[src/rtl/tdiv_pkg.sv]
package tdiv_pkg;

    // Source enable selection codes
    typedef enum logic [1:0] {
        SRC_SLOW = 2'd0,
        SRC_WDT  = 2'd1,
        SRC_ICYC = 2'd2,
        SRC_NONE = 2'd3
    } src_e;

    // Rate-field load controller
    typedef enum logic {
        RATE_IDLE = 1'b0,
        RATE_PEND = 1'b1
    } rate_st_e;

endpackage

[src/rtl/tdiv_chain.sv]
module tdiv_chain
    import tdiv_pkg::*;
#(
    parameter int DIV_STAGES = 7,
    parameter int PRE_BITS   = 8,
    localparam int CNT_W     = DIV_STAGES + PRE_BITS
) (
    input  logic             clk,
    input  logic             rst,
    input  logic [1:0]       src_sel,
    input  logic             slow_en,
    input  logic             wdt_en,
    input  logic             icyc_en,
    output logic             fs_en,
    output logic [CNT_W-1:0] cnt
);

    always_comb begin
        unique case (src_e'(src_sel))
            SRC_SLOW: fs_en = slow_en;
            SRC_WDT:  fs_en = wdt_en;
            SRC_ICYC: fs_en = icyc_en;
            SRC_NONE: fs_en = 1'b0;
            default:  fs_en = 1'b0;
        endcase
    end

    always_ff @(posedge clk) begin
        if (rst) begin
            cnt <= '0;
        end else if (fs_en) begin
            cnt <= cnt + CNT_W'(1);
        end
    end

    // without an enabled source cycle the chain does not move
    assert_hold_without_source_R1: assert property (@(posedge clk) disable iff (rst)
        !fs_en |=> $stable(cnt));

endmodule

[src/rtl/tdiv_rtc.sv]
module tdiv_rtc
    import tdiv_pkg::*;
#(
    parameter int CNT_W    = 15,
    parameter int RATE_W   = 3,
    parameter int RTC_BASE = 8
) (
    input  logic              clk,
    input  logic              rst,
    input  logic              fs_en,
    input  logic [CNT_W-1:0]  cnt,
    input  logic [RATE_W-1:0] rate_in,
    input  logic              quick_start,
    output logic              rtc_tick
);

    rate_st_e          state, state_nxt;
    logic [RATE_W-1:0] active_rate;
    logic [CNT_W-1:0]  period_mask;
    logic              wrap;
    logic              load_rate;

    // Low-bit mask of the active period; shift overflow at the top gives all ones
    always_comb begin
        period_mask = (CNT_W'(1) << (RTC_BASE + int'(active_rate))) - CNT_W'(1);
        wrap        = fs_en && ((cnt | ~period_mask) == '1);
    end

    // State register
    always_ff @(posedge clk) begin
        if (rst) begin
            state <= RATE_IDLE;
        end else begin
            state <= state_nxt;
        end
    end

    // Next state and outputs
    always_comb begin
        state_nxt = state;
        load_rate = 1'b0;
        unique case (state)
            RATE_IDLE: begin
                if (rate_in != active_rate) begin
                    state_nxt = RATE_PEND;
                end
            end
            RATE_PEND: begin
                if (wrap) begin
                    load_rate = 1'b1;
                    state_nxt = RATE_IDLE;
                end
            end
            default: state_nxt = RATE_IDLE;
        endcase
    end

    always_ff @(posedge clk) begin
        if (rst) begin
            active_rate <= '0;
        end else if (load_rate) begin
            active_rate <= rate_in;
        end
    end

    always_ff @(posedge clk) begin
        if (rst) begin
            rtc_tick <= 1'b0;
        end else begin
            rtc_tick <= wrap && !quick_start;
        end
    end

    // a tick always follows an enabled source cycle
    assert_tick_needs_source_R3: assert property (@(posedge clk) disable iff (rst)
        rtc_tick |-> $past(fs_en));

    // the active rate changes only at the end of a period
    assert_rate_moves_at_wrap_R4: assert property (@(posedge clk) disable iff (rst)
        (active_rate != $past(active_rate)) |-> $past(wrap));

    // quick-start at the generating edge blocks the tick
    assert_quiet_in_quickstart_R5: assert property (@(posedge clk) disable iff (rst)
        rtc_tick |-> !$past(quick_start));

endmodule

[src/rtl/tdiv_taps.sv]
module tdiv_taps #(
    parameter int CNT_W    = 15,
    parameter int TB_SEL_W = 2,
    parameter int TB_BASE  = 12,
    parameter int TAP_W    = 3,
    parameter int LCD_BASE = 2,
    parameter int LCD_MAX  = 8,
    parameter int BUZ_BASE = 2,
    localparam int TAP_N   = 1 << TAP_W
) (
    input  logic                clk,
    input  logic                rst,
    input  logic                fs_en,
    input  logic [CNT_W-1:0]    cnt,
    input  logic [TB_SEL_W-1:0] tb_sel,
    input  logic [TAP_W-1:0]    lcd_sel,
    input  logic [TAP_W-1:0]    buz_sel,
    output logic                tb_tick,
    output logic                lcd_clk,
    output logic                buz_clk
);

    logic [CNT_W-1:0] tb_mask;
    logic             tb_wrap;
    logic [TAP_N-1:0] lcd_bits;
    logic [TAP_N-1:0] buz_bits;

    always_comb begin
        tb_mask = (CNT_W'(1) << (TB_BASE + int'(tb_sel))) - CNT_W'(1);
        tb_wrap = fs_en && ((cnt | ~tb_mask) == '1);
    end

    always_ff @(posedge clk) begin
        if (rst) begin
            tb_tick <= 1'b0;
        end else begin
            tb_tick <= tb_wrap;
        end
    end

    // Candidate tap bits; LCD codes beyond the maximum clamp to the slowest tap
    for (genvar i = 0; i < TAP_N; i++) begin : g_taps
        localparam int LCD_BIT = (LCD_BASE + i > LCD_MAX) ? LCD_MAX - 1 : LCD_BASE + i - 1;
        localparam int BUZ_BIT = BUZ_BASE + i - 1;
        assign lcd_bits[i] = cnt[LCD_BIT];
        assign buz_bits[i] = cnt[BUZ_BIT];
    end

    assign lcd_clk = lcd_bits[lcd_sel];
    assign buz_clk = buz_bits[buz_sel];

    // a time-base tick follows an enabled source cycle and lasts one cycle
    assert_tb_tick_on_source_R6: assert property (@(posedge clk) disable iff (rst)
        tb_tick |-> $past(fs_en));
    assert_tb_tick_single_R6: assert property (@(posedge clk) disable iff (rst)
        tb_tick |=> !tb_tick);

    // the LCD clock only changes after an enabled source cycle
    assert_lcd_edge_on_source_R7: assert property (@(posedge clk) disable iff (rst)
        !$stable(lcd_clk) |-> $past(fs_en));

    // the buzzer tone only changes after an enabled source cycle
    assert_buz_edge_on_source_R8: assert property (@(posedge clk) disable iff (rst)
        !$stable(buz_clk) |-> $past(fs_en));

endmodule

[src/rtl/tdiv_req.sv]
module tdiv_req #(
    parameter int N_REQ = 2
) (
    input  logic             clk,
    input  logic             rst,
    input  logic [N_REQ-1:0] tick,
    input  logic [N_REQ-1:0] ack,
    output logic [N_REQ-1:0] req
);

    for (genvar i = 0; i < N_REQ; i++) begin : g_flag
        always_ff @(posedge clk) begin
            if (rst) begin
                req[i] <= 1'b0;
            end else begin
                req[i] <= tick[i] | (req[i] & ~ack[i]);
            end
        end

        // a tick always leaves the flag set
        assert_tick_sets_flag_R9: assert property (@(posedge clk) disable iff (rst)
            tick[i] |=> req[i]);

        // without an acknowledge the flag holds
        assert_flag_holds_R9: assert property (@(posedge clk) disable iff (rst)
            (req[i] && !ack[i]) |=> req[i]);
    end

endmodule

[src/rtl/tick_divider.sv]
module tick_divider #(
    parameter int DIV_STAGES = 7,
    parameter int PRE_BITS   = 8,
    parameter int RTC_BASE   = 8,
    parameter int TB_BASE    = 12,
    parameter int LCD_BASE   = 2,
    parameter int LCD_MAX    = 8,
    parameter int BUZ_BASE   = 2,
    localparam int CNT_W     = DIV_STAGES + PRE_BITS
) (
    input  logic       clk,
    input  logic       rst,
    input  logic [1:0] src_sel,
    input  logic       slow_en,
    input  logic       wdt_en,
    input  logic       icyc_en,
    input  logic [2:0] rate_sel,
    input  logic       quick_start,
    input  logic [1:0] tb_strap,
    input  logic [2:0] lcd_strap,
    input  logic [2:0] buz_strap,
    input  logic       rtc_ack,
    input  logic       tb_ack,
    output logic       rtc_tick,
    output logic       tb_tick,
    output logic       lcd_clk,
    output logic       buz_clk,
    output logic       rtc_req,
    output logic       tb_req
);

    logic             fs_en;
    logic [CNT_W-1:0] cnt;
    logic [1:0]       req_vec;

    tdiv_chain #(
        .DIV_STAGES (DIV_STAGES),
        .PRE_BITS   (PRE_BITS)
    ) u_chain (
        .clk     (clk),
        .rst     (rst),
        .src_sel (src_sel),
        .slow_en (slow_en),
        .wdt_en  (wdt_en),
        .icyc_en (icyc_en),
        .fs_en   (fs_en),
        .cnt     (cnt)
    );

    tdiv_rtc #(
        .CNT_W    (CNT_W),
        .RATE_W   (3),
        .RTC_BASE (RTC_BASE)
    ) u_rtc (
        .clk         (clk),
        .rst         (rst),
        .fs_en       (fs_en),
        .cnt         (cnt),
        .rate_in     (rate_sel),
        .quick_start (quick_start),
        .rtc_tick    (rtc_tick)
    );

    tdiv_taps #(
        .CNT_W    (CNT_W),
        .TB_SEL_W (2),
        .TB_BASE  (TB_BASE),
        .TAP_W    (3),
        .LCD_BASE (LCD_BASE),
        .LCD_MAX  (LCD_MAX),
        .BUZ_BASE (BUZ_BASE)
    ) u_taps (
        .clk     (clk),
        .rst     (rst),
        .fs_en   (fs_en),
        .cnt     (cnt),
        .tb_sel  (tb_strap),
        .lcd_sel (lcd_strap),
        .buz_sel (buz_strap),
        .tb_tick (tb_tick),
        .lcd_clk (lcd_clk),
        .buz_clk (buz_clk)
    );

    tdiv_req #(
        .N_REQ (2)
    ) u_req (
        .clk  (clk),
        .rst  (rst),
        .tick ({tb_tick, rtc_tick}),
        .ack  ({tb_ack, rtc_ack}),
        .req  (req_vec)
    );

    assign rtc_req = req_vec[0];
    assign tb_req  = req_vec[1];

endmodule

[config.mk]
export PLATFORM = sky130hd
export DESIGN_NAME = tick_divider
export DESIGN_NICKNAME = d
export VERILOG_FILES = /design/src/rtl/tdiv_pkg.sv /design/src/rtl/tdiv_chain.sv /design/src/rtl/tdiv_rtc.sv /design/src/rtl/tdiv_taps.sv /design/src/rtl/tdiv_req.sv /design/src/rtl/tick_divider.sv
export SDC_FILE = /design/constraint.sdc
export NUM_CORES = 1
export LEC_CHECK = 0
export BUFFER_PORTS_ARGS = -buffer_cell sky130_fd_sc_hd__buf_2
export CELL_PAD_IN_SITES_DETAIL_PLACEMENT = 2
export CELL_PAD_IN_SITES_GLOBAL_PLACEMENT = 2
export CORE_ASPECT_RATIO = 0.9
export CORE_UTILIZATION = 35
export DETAILED_ROUTE_END_ITERATION = 7
export PLACE_DENSITY_LB_ADDON = 0.1
export SYNTH_ARGS = -nofsm -noshare
export SYNTH_HDL_FRONTEND = slang
export SYNTH_HIERARCHICAL = 1
export SYNTH_SLANG_ARGS = --single-unit
[constraint.sdc]
create_clock -name clk -period 6.7 [get_ports clk]
set_input_delay 2.01 -clock clk [delete_from_list [all_inputs] [get_ports clk]]
set_output_delay 2.01 -clock clk [all_outputs]
set_load 0.03 [all_outputs]
==> flow_summary.ini <==
[final_layout]
antennaDiodeCount = 0
stdcell_count = 230
area_growth_pct = 12.84
fin_nets = 208
layout-drive-gt1-share_pct = 20.11

[die]
die_area_sq_mm = 0.004294
core-area_sq_mm = 0.003784
initial_core_util_pct = 37.33
placementRows = 21
fp.dieW_um = 68.97
dieHeight_um = 62.27
io_pins = 27

[sta]
finalSetupViolCount = 0
timing.fmax_mhz = 196.0
slew_headroom_pct = 42.74
slew_viol_final = 0
skew_ns = 0.004088
final.setup.worst_slack_ns = 1.598
tightest_slew_ns = 0.8589
rsz0062_at_grt = false
hold_viol_final = 0
min_period_over_period_pct = 76.15
min_period_ns = 5.102
fin_tns_setup_ns = 0
holdWs_ns = 0.4693

[global_routing]
grt_overflow_total = 0
grt_start_max_net_pins = 30
grt_pass1_wl_mm = 6.768
grt_pass1_vias = 1460
antenna_found_initial = 0
grt_use_total_pct = 20.88

[route]
route.antenna.remaining_nets = 0
drt_wl_total_mm = 4.135
dr_total_vias = 1364
wl_per_cell_um = 17.98
via_per_inst = 5.930
drc = 0
dr.first_iter.drc_count = 26
first_pass_iters = 4

[cts]
numCtsBuffers = 3
cts_sinks = 23
htreeDepth = 1
cts_root_buffer = clkbuf_8
post-cts-setup-buffer-count = 0
cts_tree = done
path_clk_slew_ns = 0.08
worstSkewPairLatency_ns = 0.27
cts_resized = 0
holdBufCountCts = 0
max-clock-path-buffers = 2

[synthesis]
yosys_register_bits = 23
syn_area_sq_mm = 0.001413
synth_cells = 162
synth_seq_area_share_pct = 32.60
async_flop_share_pct = 0
synth_area_leaders = dfxtp_1, a21oi_1, o21ai_0
synth_cell_types = 44
synth.most_common_cell = dfxtp_1
synth_edf_count = 0
netlist.top_cell.by_area = dfxtp_1
synth_nets = 185
synth_flop_cell = dfxtp_1
yosysTopAreaCellShare_pct = 32.60
syn_avg_cell_area_sq_um = 8.720
synth_top_cells_by_count = dfxtp_1, a21oi_1, o21ai_0, or3_1, nand2_1
ys.warnings.count = 6

[placement]
dp.cells = 226
pre_cts_ws_ns = 1.588
port_buffers = 26
place_congestion = 0.7655
hpwl_mm = 3.108

[pwr]
p_leak_nw = 0.5920
ir_drop_v = 0.00008056
power.density_mw_per_mm2 = 158.3

[worst_setup_path]
cp_max_fo = 2
endpoint_kind = primary output
cp-start-kind = input pin
crit_required_ns = 4.69
critical_path_class = in -> out
arrival_ns = 3.09

[run]
maxCapViolCount = 0

[run_status]
status = completed

[min_path]
hold_path.class = reg -> reg
## power by group
group	internal (mW)	total (mW)	switching, mW	leakage, nW
Sequential	0.138	0.142	0.00324	0.186
Combinational	0.00977	0.0221	0.0123	0.383
Clock	0.0425	0.0887	0.0462	0.0228
## final cells by class
type | count | area (sq um)
clock buffer | 4 | 45.04
fill | 445 | 2190
inverter | 7 | 26.28
multi-input combinational | 124 | 874.6
sequential | 23 | 460.4
tap | 46 | 57.56
timing repair buffer | 26 | 130.1
## routing by layer
metal,vias up,global-route usage [%],share of wire [%]
met3,2,5.147,3.7
met1,670,26.13,46
met4,0,3.061,0.39
met2,26,35.92,50
met5,-,0,0
li1,666,-,-
## kinds of logic (layout without fill, tap and decap cells)
kind of cell             count (synthesis)  count (layout)  share of synthesized area [%]
XOR/XNOR                                 4               4                          2.480
adder cells (fa/ha/maj)                  2               2                          1.771
multiplexers                             8               8                          9.034
flip-flops                              23              23                          32.60
AND/OR/NAND/NOR                         65              65                          29.32
AO/OA/AOI/OAI                           45              45                          19.31
buffers and inverters                   15              37                          5.491
## worst max-delay path, stage by stage
cell,delay (ns)
buf_2,0.10
mux4_1,0.53
mux2_2,0.27
buf_2,0.18
## state kept, by name, indices dropped and copies added (netlist names)
name               count
u_rtc/state            1
u_rtc/active_rate      3
u_req/req              2
u_rtc/rtc_tick         1
u_chain/cnt           15
u_taps/tb_tick         1
## cell usage in the layout (no fill, tap or decap), types with 2 or more instances in the layout
cell	Yosys	routed
or4_1	4	4
ha_1	2	2
or3_1	10	10
o31ai_1	4	4
nor3_1	2	2
mux4_1	2	2
a21oi_1	16	16
and4_1	3	3
clkbuf_8	0	3
o21ai_0	16	16
nand3_1	7	7
or4b_1	2	2
nor4_1	2	2
nand4_1	5	5
dfxtp_1	23	23
nand2b_1	3	3
o21a_1	2	2
mux2_2	2	2
nor2_1	4	4
mux2i_1	3	3
buf_2	4	26
xor2_1	4	4
nand2_1	8	8
o211ai_1	2	2
and3_1	4	4
inv_1	7	7
nor2b_1	2	2
## final timing paths
| kind | depth (start not counted) | start | slack [ns] | to |
|---|---|---|---|---|
| worst max-delay path | 4 | buz_strap[2] | 1.60 | buz_clk |
| worst max register to register | 7 | u_rtc/active_rate[2] | 3.99 | u_rtc/active_rate[1] |
| worst min register to register | 2 | u_taps/tb_tick | 0.47 | u_req/req[1] |
| worst min-delay path | 2 | u_taps/tb_tick | 0.47 | u_req/req[1] |
## through the flow
stage	area (sq um)	power [mW]	utilization, %
3_5_place_dp	1549	0.1669	40.94
5_1_grt	1594	0.2646	42.13
6_report	1594	0.2523	42.13
2_1_floorplan	1413	0.1562	-
3_3_place_gp	1549	0.1650	40.94
4_1_cts	1594	0.2543	42.13
Power figures use the tool's default switching activity.
